$ cat src/rtl/tlk_pkg.sv
package tlk_pkg;

    // Occupancy of one requester's ticket slot
    typedef enum logic {
        SLOT_FREE = 1'b0,
        SLOT_HELD = 1'b1
    } slot_state_e;

    // Classification of a release pulse from one requester
    typedef struct packed {
        logic good;
        logic bad;
    } rel_outcome_t;

    function automatic rel_outcome_t classify_release(input logic pulse, input logic owns);
        rel_outcome_t o;
        o.good = pulse & owns;
        o.bad  = pulse & ~owns;
        return o;
    endfunction

endpackage

$ cat src/rtl/tlk_arbiter.sv
module tlk_arbiter #(
    parameter int NUM_REQ = 4
) (
    input  logic [NUM_REQ-1:0] req,
    output logic [NUM_REQ-1:0] gnt,
    output logic               any
);
    logic [NUM_REQ-1:0] lower_busy;

    assign lower_busy[0] = 1'b0;
    for (genvar i = 1; i < NUM_REQ; i++) begin : g_chain
        assign lower_busy[i] = lower_busy[i-1] | req[i-1];
    end

    assign gnt = req & ~lower_busy;
    assign any = |req;
endmodule

$ cat src/rtl/tlk_counters.sv
module tlk_counters #(
    parameter int TKT_W = 3
) (
    input  logic             clk,
    input  logic             rst,
    input  logic             bump_next,
    input  logic             bump_serve,
    output logic [TKT_W-1:0] next_q,
    output logic [TKT_W-1:0] serve_q
);
    always_ff @(posedge clk) begin
        if (rst) begin
            next_q  <= '0;
            serve_q <= '0;
        end else begin
            if (bump_next)  next_q  <= next_q + 1'b1;
            if (bump_serve) serve_q <= serve_q + 1'b1;
        end
    end
endmodule

$ cat src/rtl/tlk_slot.sv
module tlk_slot
    import tlk_pkg::*;
#(
    parameter int TKT_W = 3
) (
    input  logic             clk,
    input  logic             rst,
    input  logic             load,
    input  logic [TKT_W-1:0] load_tkt,
    input  logic             clear,
    input  logic [TKT_W-1:0] serve,
    output logic             held,
    output logic             own,
    output logic [TKT_W-1:0] hint
);
    slot_state_e      state_q;
    logic [TKT_W-1:0] tkt_q;

    always_ff @(posedge clk) begin
        if (rst) begin
            state_q <= SLOT_FREE;
            tkt_q   <= '0;
        end else if (load) begin
            state_q <= SLOT_HELD;
            tkt_q   <= load_tkt;
        end else if (clear) begin
            state_q <= SLOT_FREE;
        end
    end

    assign held = (state_q == SLOT_HELD);
    assign own  = held && (tkt_q == serve);
    assign hint = held ? (tkt_q - serve) : '0;
endmodule

$ cat src/rtl/ticket_lock_unit.sv
module ticket_lock_unit
    import tlk_pkg::*;
#(
    parameter int NUM_REQ = 4,
    parameter int TKT_W   = 3
) (
    input  logic                     clk,
    input  logic                     rst,
    input  logic [NUM_REQ-1:0]       acq_req,
    output logic [NUM_REQ-1:0]       acq_ack,
    output logic [TKT_W-1:0]         acq_ticket,
    input  logic [NUM_REQ-1:0]       rel_req,
    output logic [NUM_REQ-1:0]       rel_ack,
    output logic                     rel_err,
    output logic [NUM_REQ-1:0]       granted,
    output logic [TKT_W-1:0]         queue_depth,
    output logic [NUM_REQ*TKT_W-1:0] backoff_hint
);
    localparam int HINT_W = NUM_REQ * TKT_W;

    logic [NUM_REQ-1:0] held_vec;
    logic [NUM_REQ-1:0] own_vec;
    logic [NUM_REQ-1:0] eligible;
    logic [NUM_REQ-1:0] win;
    logic               win_any;
    logic [NUM_REQ-1:0] rel_good;
    logic [NUM_REQ-1:0] rel_bad;
    logic [TKT_W-1:0]   next_q;
    logic [TKT_W-1:0]   serve_q;
    logic [HINT_W-1:0]  hint_vec;

    assign eligible = acq_req & ~held_vec;

    tlk_arbiter #(.NUM_REQ(NUM_REQ)) u_arb (
        .req (eligible),
        .gnt (win),
        .any (win_any)
    );

    for (genvar i = 0; i < NUM_REQ; i++) begin : g_rel
        rel_outcome_t oc;
        assign oc          = classify_release(rel_req[i], own_vec[i]);
        assign rel_good[i] = oc.good;
        assign rel_bad[i]  = oc.bad;
    end

    tlk_counters #(.TKT_W(TKT_W)) u_cnt (
        .clk        (clk),
        .rst        (rst),
        .bump_next  (win_any),
        .bump_serve (|rel_good),
        .next_q     (next_q),
        .serve_q    (serve_q)
    );

    for (genvar i = 0; i < NUM_REQ; i++) begin : g_slot
        tlk_slot #(.TKT_W(TKT_W)) u_slot (
            .clk      (clk),
            .rst      (rst),
            .load     (win[i]),
            .load_tkt (next_q),
            .clear    (rel_good[i]),
            .serve    (serve_q),
            .held     (held_vec[i]),
            .own      (own_vec[i]),
            .hint     (hint_vec[i*TKT_W +: TKT_W])
        );
    end

    always_ff @(posedge clk) begin
        if (rst) begin
            acq_ack    <= '0;
            acq_ticket <= '0;
            rel_ack    <= '0;
            rel_err    <= 1'b0;
        end else begin
            acq_ack    <= win;
            acq_ticket <= win_any ? next_q : '0;
            rel_ack    <= rel_good;
            rel_err    <= |rel_bad;
        end
    end

    assign granted      = own_vec;
    assign queue_depth  = next_q - serve_q;
    assign backoff_hint = hint_vec;
endmodule

$ cat config.mk
export PLATFORM = sky130hd
export DESIGN_NAME = ticket_lock_unit
export DESIGN_NICKNAME = d
export VERILOG_FILES = /design/src/rtl/tlk_pkg.sv /design/src/rtl/tlk_arbiter.sv /design/src/rtl/tlk_counters.sv /design/src/rtl/tlk_slot.sv /design/src/rtl/ticket_lock_unit.sv
export SDC_FILE = /design/constraint.sdc
export NUM_CORES = 1
export LEC_CHECK = 0
export ABC_AREA = 1
export BUFFER_PORTS_ARGS = -buffer_cell sky130_fd_sc_hd__buf_2
export CORE_MARGIN = 2
export CORE_UTILIZATION = 53
export DETAILED_ROUTE_END_ITERATION = 6
export PLACE_DENSITY = 0.84
export SKIP_CTS_REPAIR_TIMING = 1
export SLEW_MARGIN = 20
export SYNTH_ARGS = -nofsm -noshare
export SYNTH_HDL_FRONTEND = slang
export SYNTH_HIERARCHICAL = 1
export SYNTH_SLANG_ARGS = --single-unit
export TNS_END_PERCENT = 30
$ cat constraint.sdc
create_clock -name clk -period 2 [get_ports clk]
set_input_delay 0.3 -clock clk [delete_from_list [all_inputs] [get_ports clk]]
set_output_delay 0.3 -clock clk [all_outputs]
set_load 0.01 [all_outputs]
# After elaboration in Yosys (flattened, before gate mapping)
# Index checks and enable logic that the tools add are counted.
# word_totals
register_bits,34
in_bits,10
word_cells,68
# op_classes
addsub,7
eq_ne,4
muxes,12
n_bitwise,19
n_reduce_logical,12
# op_table
operator,n
$sub 3x3->3,5
$eq 3x3->1,4
$mux 3,4
$reduce_or 4->1,3
$and 1x1->1,8
$and 4x4->4,2
$mux 1,8
$not 4->4,2
$reduce_bool 2->1,4
$add 3x1->3 const B,2
$not 1->1,5
$logic_and 1x1->1,4
$or 1x1->1,2
$reduce_or 2->1,1

# Logic depth before layout (Yosys ltp)
# Gate-level depths: netlist (run 1).
# logic_depth
ltp_word,7
depth_mapped,9

# Modules after synthesis
# The synthesis (run 1) kept the hierarchy.
# modules_own_cells
mod,instances,cells_per_inst,area_per_inst_um2
tlk_slot,4,39,251.5
ticket_lock_unit,1,72,510.5
tlk_counters,1,33,246.5
tlk_arbiter,1,10,46.3

# Worst setup path after synthesis (run 1)
# OpenSTA, ideal clock, no wires.
# synth_path
path_type,reg2reg
from,register u_cnt.serve_q[1]
to,register u_cnt.serve_q[2]
setup_time_ps,116
arrival_ps,1780
path_slack_ps,104
stages_incl_launch_ff,10
n_path_buf,0
synth_period_minus_slack_ps,1896
path_cell_list,dfxtp_1 -> inv_1 -> ha_1 -> nand3_1 -> nor2_1 -> nand2_1 -> nand4_1 -> nand3_1 -> nand2_1 -> nor2_1
# synth_via
elab_chain_len,4
# synth_lines
item,line,text
from (decl),tlk_counters.sv:9,output logic [TKT_W-1:0] serve_q
from (signal assigned),tlk_counters.sv:17,if (bump_serve) serve_q <= serve_q + 1'b1;
$eq 3x3->1,tlk_slot.sv:32,assign own = held && (tkt_q == serve);
$logic_and 1x1->1,tlk_slot.sv:32,
net granted[0],ticket_lock_unit.sv:15,"output logic [NUM_REQ-1:0] granted,"
$and 1x1->1,tlk_pkg.sv:17,o.good = pulse & owns;
$reduce_or 4->1,ticket_lock_unit.sv:51,".bump_serve (|rel_good),"
# The timed path passes the listed nets, and every way through them passes these cells.
# A chain may end at the register's enable or synchronous reset.

# Worst setup path in the final report (run 1)
# layout_path
from,register u_cnt.serve_q[0]
to,output backoff_hint[2]
# layout_via
elab_chain_len,2
# layout_lines
item,line,text
$sub 3x3->3,tlk_slot.sv:33,assign hint = held ? (tkt_q - serve) : '0;
$mux 3,tlk_slot.sv:33,
to (decl),ticket_lock_unit.sv:17,output logic [NUM_REQ*TKT_W-1:0] backoff_hint
# No other way between the ends.

==> results of run 1 <==
[final timing paths]
kind | startpoint | slack [ps] | cells past startpoint | endpoint
max | u_cnt/serve_q[0] | -40 | 6 | backoff_hint[2]
min | rel_req[0] | 260 | 3 | rel_ack[0]
max reg2reg | u_cnt/serve_q[1] | 180 | 10 | u_cnt/serve_q[2]
min reg2reg | g_slot[3].u_slot/tkt_q[0] | 470 | 2 | g_slot[3].u_slot/tkt_q[0]
[final cells by class]
type                            instances  area, µm²  area share [%]
Tap cell                               46       57.6            2.60
Clock inverter                          1       5.00           0.226
Sequential cell                        34        691            31.2
Inverter                               57        214            9.67
Multi-Input combinational cell        178        923            41.7
Timing Repair Buffer                   49        268            12.1
Clock buffer                            7       55.1            2.49
[layout by cell type, fill, tap and decap left out, types with 5 or more instances in the layout]
cell      instances
nor2_1           60
inv_1            57
clkbuf_4          5
buf_2            40
ha_1              9
dfxtp_1          30
buf_4             9
nand3_1           9
a21oi_1          14
nand2_1          69
[registers in the layout (all words and copies together), names as in the netlist]
register	cells
rel_ack	4
u_cnt/serve_q	3
acq_ticket	3
u_cnt/next_q	3
rel_err	1
g_slot.u_slot/tkt_q	12
acq_ack	4
g_slot.u_slot/held	4
[per-layer routing]
| layer | share of wire, % | GRT usage (%) | up-vias | routed length [µm] |
|---|---|---|---|---|
| met5 | 0 | 0 | - | 0 |
| li1 | - | - | 907 | - |
| met2 | 48 | 36.7 | 51 | 1910 |
| met4 | 1.5 | 8.89 | 0 | 61 |
| met1 | 45 | 26.1 | 785 | 1800 |
| met3 | 4.8 | 5.77 | 6 | 189 |
[worst max-delay path, cell delays in order, from the launching register on]
cell     delay [ps]
dfxtp_4         390
ha_1            210
fa_2            350
nand3_1         100
nand2_1          60
nor2_1          150
buf_2           150
[power groups by stage]
| stage | logic, mW | registers (mW) | clock network (mW) |
|---|---|---|---|
| after floorplan | 0.314 | 0.794 | 0 |
| after global placement | 0.491 | 0.786 | 0 |
| after detailed placement | 0.507 | 0.787 | 0 |
| after CTS | 0.512 | 0.772 | 0.407 |
| after global routing | 0.629 | 0.778 | 0.437 |
| final | 0.552 | 0.771 | 0.396 |
[metrics by stage]
step                hold slack (ps)  instance area [µm²]
global placement                451                 2090
CTS                             247                 2150
floorplan                       369                 1810
global route                    249                 2210
detailed placement              459                 2090
finish                          258                 2210
[kinds of logic (layout without fill, tap and decap cells)]
logic type	count (synthesis)	in the layout	synth area share (%)
and+or+nand+nor	144	144	31.0
buffers and inverters	59	114	12.9
DFF	34	34	37.6
adders and majority gates	16	16	13.1
AOI/OAI and AO/OA	16	16	4.43
xor gates and xnor gates	2	2	0.968
==> results.md, run 1 <==
* Data arrival time of the worst path at roughly 1700 ps
* Fin cells at 372
* Post-Syn Area at 1810 µm²
* Worst relative slew slack at 50.8%
* Num rows at 21
* I/O Buffers at 40
* Post-DP HPWL at 2960 µm
* Num CTS Buffers at 5
* Setup violators final at 1
* Core area at 3310 µm²
* GRT overflow at 0
* CTS Root Cell: clkbuf_4
* Flop pwr share at 44.9%
* Switching share of power at between 30% and 40%
* P&R area growth vs syn at 22.3%
* Top cell type's share of synthesized area at 37.6%
* Maxcap violations at 0
* Proportion of power drawn by combinational gates at 32.1%
* Die area at between 3000 and 4000 µm²
* Hold WC Path Type: input pin to register
* Critical path endpoint category: output pin
* Dpl ws at between 100 and 150 ps
* Via count at about 1.7k
* F_max at 491 MHz
* Die Ht at 62.4 µm
* Top post-synthesis cells by count: nand2_1, nor2_1, inv_1
* Area contributors post-synth: dfxtp_1, nand2_1, nor2_1, inv_1, ha_1
* CTS tree: done
* Crit Path Category: register to output pin
* Fillers at 291
* Core Util, Final at 66.9%
* Layout cells sized above 1 at 21.5%
* Worst Setup Slack, final at -35.1 ps
* Clock Path Buffers at 2
* CP required at 1700 ps
* CTS Sinks at 34
* Max-slew violation count at 0
* Failing checks: negative setup slack
* Routed WL at 3950 µm
* Setup tns final at -35.1 ps
* Most common cell in the netlist: nand2_1
* FF+latch count, synth at 34
* Final hold vios at 0
* Global-route wire length before repair at 6800 µm
* Sequential area share after synthesis at 37.6%
* Max FO, Critical Path at 6
* Synth cell types at 16
* Pleak at 1.14 nW
* I/O pin count at 41
* WL per Instance at 10.6 µm
* Status: complete, but fails checks
* RSZ-0062 raised after global routing: true
* Post-detailed-route count of antenna-violating nets at 0
* Reg clk slew, reported paths at 100 ps
* Post-synth top area cell: dfxtp_1
* Post-synthesis net count at 297
* Dominant synthesized flop cell: dfxtp_1
* Placer Congestion at around 0.94
* Ys Warns at 6
* Clk Latency, worst-skew pair at approximately 340 ps
* Final min period at approximately 2000 ps
* Htree depth at 2
* Post-synth ARST share at 0%
* Avg Inst Size Synth at around 6.7 µm²
* EDFF count, synth at 0
* Crit share post-route at 102%
* Vias in the first global route at 1,639
* Die Span X at 62.4 µm
* DR vias/cell at 4.70
* Internal at 1.13 mW
* Initial antenna violation count at 0
* Clk_skew at around 8.5 ps
* Worst-Margin Slew at 732 ps
* Diode count at 0
* Nets at 351
* Detailed Routing Iterations Pass 1 at 4
* Pwr dens at between 700 and 800 nW/µm²
* Clock group share of total power at a little under a quarter
* Design Power at roughly 1.7 mW
* Initial Utilization at 54.6%
* DRC at 0
* Mapped Cells at 271
* Starting DRT DRC Count at about 110
* Worst Setup Start Kind: register
* Pin count of the biggest net entering global routing at 18
* Peak VDD IR at 0.000391 V
* Net switching power at 585 µW
* Placed Instances at approximately 360
* GR Util All Layers at 21.7%
Power figures use the tool's default switching activity.
==> run 2: changes to the inputs <==
==> constraint.sdc (replaced) <==
create_clock -name clk -period 2 [get_ports clk]
set_input_delay 0.2 -clock clk [delete_from_list [all_inputs] [get_ports clk]]
set_output_delay 0.2 -clock clk [all_outputs]
set_load 0.01 [all_outputs]
==> results.md, run 2 (synthesis results as in run 1) <==
* CTS Sinks at 34
* Global Route met1 Usage at about 26%
* CP required at around 1800 ps
* P&R area growth vs syn at 20.7%
* Clk_skew at 11.0 ps
* Core area at 3310 µm²
* Initial antenna violation count at 0
* I/O pin count at 41
* Routed WL at 3830 µm
* WL per Instance at 10.3 µm
* Crit-path max cell delay at slightly below 400 ps
* CTS Root Cell: clkbuf_4
* Worst Setup Start Kind: register
* Dpl ws at 76.4 ps
* Vias in the first global route at roughly 1.6k
* Hold_sp: rel_req[0]
* Diode count at 0
* Final hold vios at 0
* Clock Path Buffers at 2
* Detailed Routing Iterations Pass 1 at 4
* Max-slew violation count at 0
* Die Ht at ~62 µm
* Pleak at 1.14 nW
* Num CTS Buffers at 5
* Worst-Margin Slew at about 650 ps
* Maxcap violations at 0
* Initial Utilization at between 50% and 60%
* Hold WS at about 150 ps
* GR Util All Layers at around 22%
* Clk Latency, worst-skew pair at roughly 340 ps
* Data arrival time of the worst path at ~1700 ps
* Worst Reg-to-Reg Cells at 9
* Die area at slightly below 4000 µm²
* I/O Buffers at 40
* Reg2reg end: u_cnt/serve_q[2]
* Num rows at 21
* Critical path endpoint category: output pin
* Global-route wire length before repair at between 6000 and 7000 µm
* Worst Hold End: rel_ack[0]
* Starting DRT DRC Count at around 110
* Pin count of the biggest net entering global routing at 18
* Crit Path Category: register to output pin
* Via count at 1,728
* Crit share post-route at between 90% and 100%
* Peak VDD IR at 0.000448 V
* Final min period at 1880 ps
* Setup violators final at 0
* Busiest grt layer: met2
* Most flop-heavy register: g_slot.u_slot/tkt_q
* Hold WC Path Type: input pin to register
* Flop-to-flop setup slack at 210 ps
* DRC at 0
* Nets at 350
* Htree depth at 2
* F_max at 532 MHz
* Core Util, Final at 66.0%
* CP Cell Sequence: ha_1, fa_2, nand3_1, nand2_1, nor2_1, buf_2
* DR vias/cell at between 4 and 5
* Post-DP HPWL at 2870 µm
* RSZ-0062 raised after global routing: false
* Commonest non-fill, non-tap cell in the layout: nand2_1
* Number of flip-flops under the largest register name at 12
* GRT overflow at 0
* Status: completed
* Die Span X at 62.4 µm
* Max FO, Critical Path at 7
* GR Util met3 at 6.49%
* CTS tree: done
* Pwr dens at 776 nW/µm²
* Crit-path slowest cell: dfxtp_4
* GR Util met2 at between 30% and 40%
* Post-detailed-route count of antenna-violating nets at 0
* Reg-to-Reg Start: u_cnt/serve_q[1]
* Layout cells sized above 1 at roughly a fifth
* Placer Congestion at 0.919
* Reg clk slew, reported paths at 100 ps
* Hold path cells at 3
* Most frequent cells in the layout: nand2_1, nor2_1, inv_1, buf_2, dfxtp_1
* Worst Setup Slack, final at about 120 ps
* Worst relative slew slack at 56.1%
[run 2: changes by cell type in the layout (fill, tap and decap cells not counted)]
cell and delta:
ha_2 -2, nor2_1 +1, dfxtp_2 -1, buf_4 -1, dfxtp_1 +1, nand3_1 +2
fa_2 -1, fa_1 +1, nand3_2 -2, ha_1 +2, nor2_2 -1
[run 2: worst max-delay path by stage]
| stage | depth (start not counted) | to | startpoint |
|---|---|---|---|
| after global routing | 9 | u_cnt/serve_q[2] | u_cnt/serve_q[1] |
| final | 6 | backoff_hint[2] | u_cnt/serve_q[0] |
| after global placement | 9 | u_cnt/serve_q[2] | u_cnt/serve_q[1] |
| after floorplan | 9 | u_cnt/serve_q[2] | u_cnt/serve_q[1] |
| after detailed placement | 9 | u_cnt/serve_q[2] | u_cnt/serve_q[1] |
| after CTS | 6 | backoff_hint[2] | u_cnt/serve_q[0] |
[run 2: critical path, delay by kind of cell (launching register included)]
kind,cells,cell delay [ps]
flip-flops,1,390
buffers and inverters,1,150
adder cells (fa/ha/maj),2,560
AND/OR/NAND/NOR,3,250
[run 2: routing by layer]
layer | wire length (µm) | vias up
met1 | 1670 | 752
met3 | 280 | 6
met5 | 0 | -
met2 | 1820 | 66
met4 | 51 | 0
li1 | - | 904
[run 2: per-stage QoR]
step                      cells  area, µm²  setup TNS (ps)  total power, mW
final                       371       2180               0             1.69
after global routing        371       2180               0             1.83
after CTS                   369       2150           -47.5             1.69
after detailed placement    361       2090               0             1.29
after global placement      361       2090               0             1.28
after floorplan             271       1810               0             1.11
[run 2: layout make-up]
type                            count  area [µm²]
Fill cell                         301        1130
Multi-Input combinational cell    178         903
Sequential cell                    34         689
Timing Repair Buffer               48         260
Inverter                           57         214
Tap cell                           46        57.6
Clock buffer                        7        55.1
Clock inverter                      1        5.00
[run 2: report_power, final]
| part | internal (mW) | switching [mW] | total [mW] |
|---|---|---|---|
| clock | 0.170 | 0.227 | 0.397 |
| combinational | 0.222 | 0.299 | 0.521 |
| sequential | 0.727 | 0.0493 | 0.776 |
| total | 1.12 | 0.575 | 1.69 |
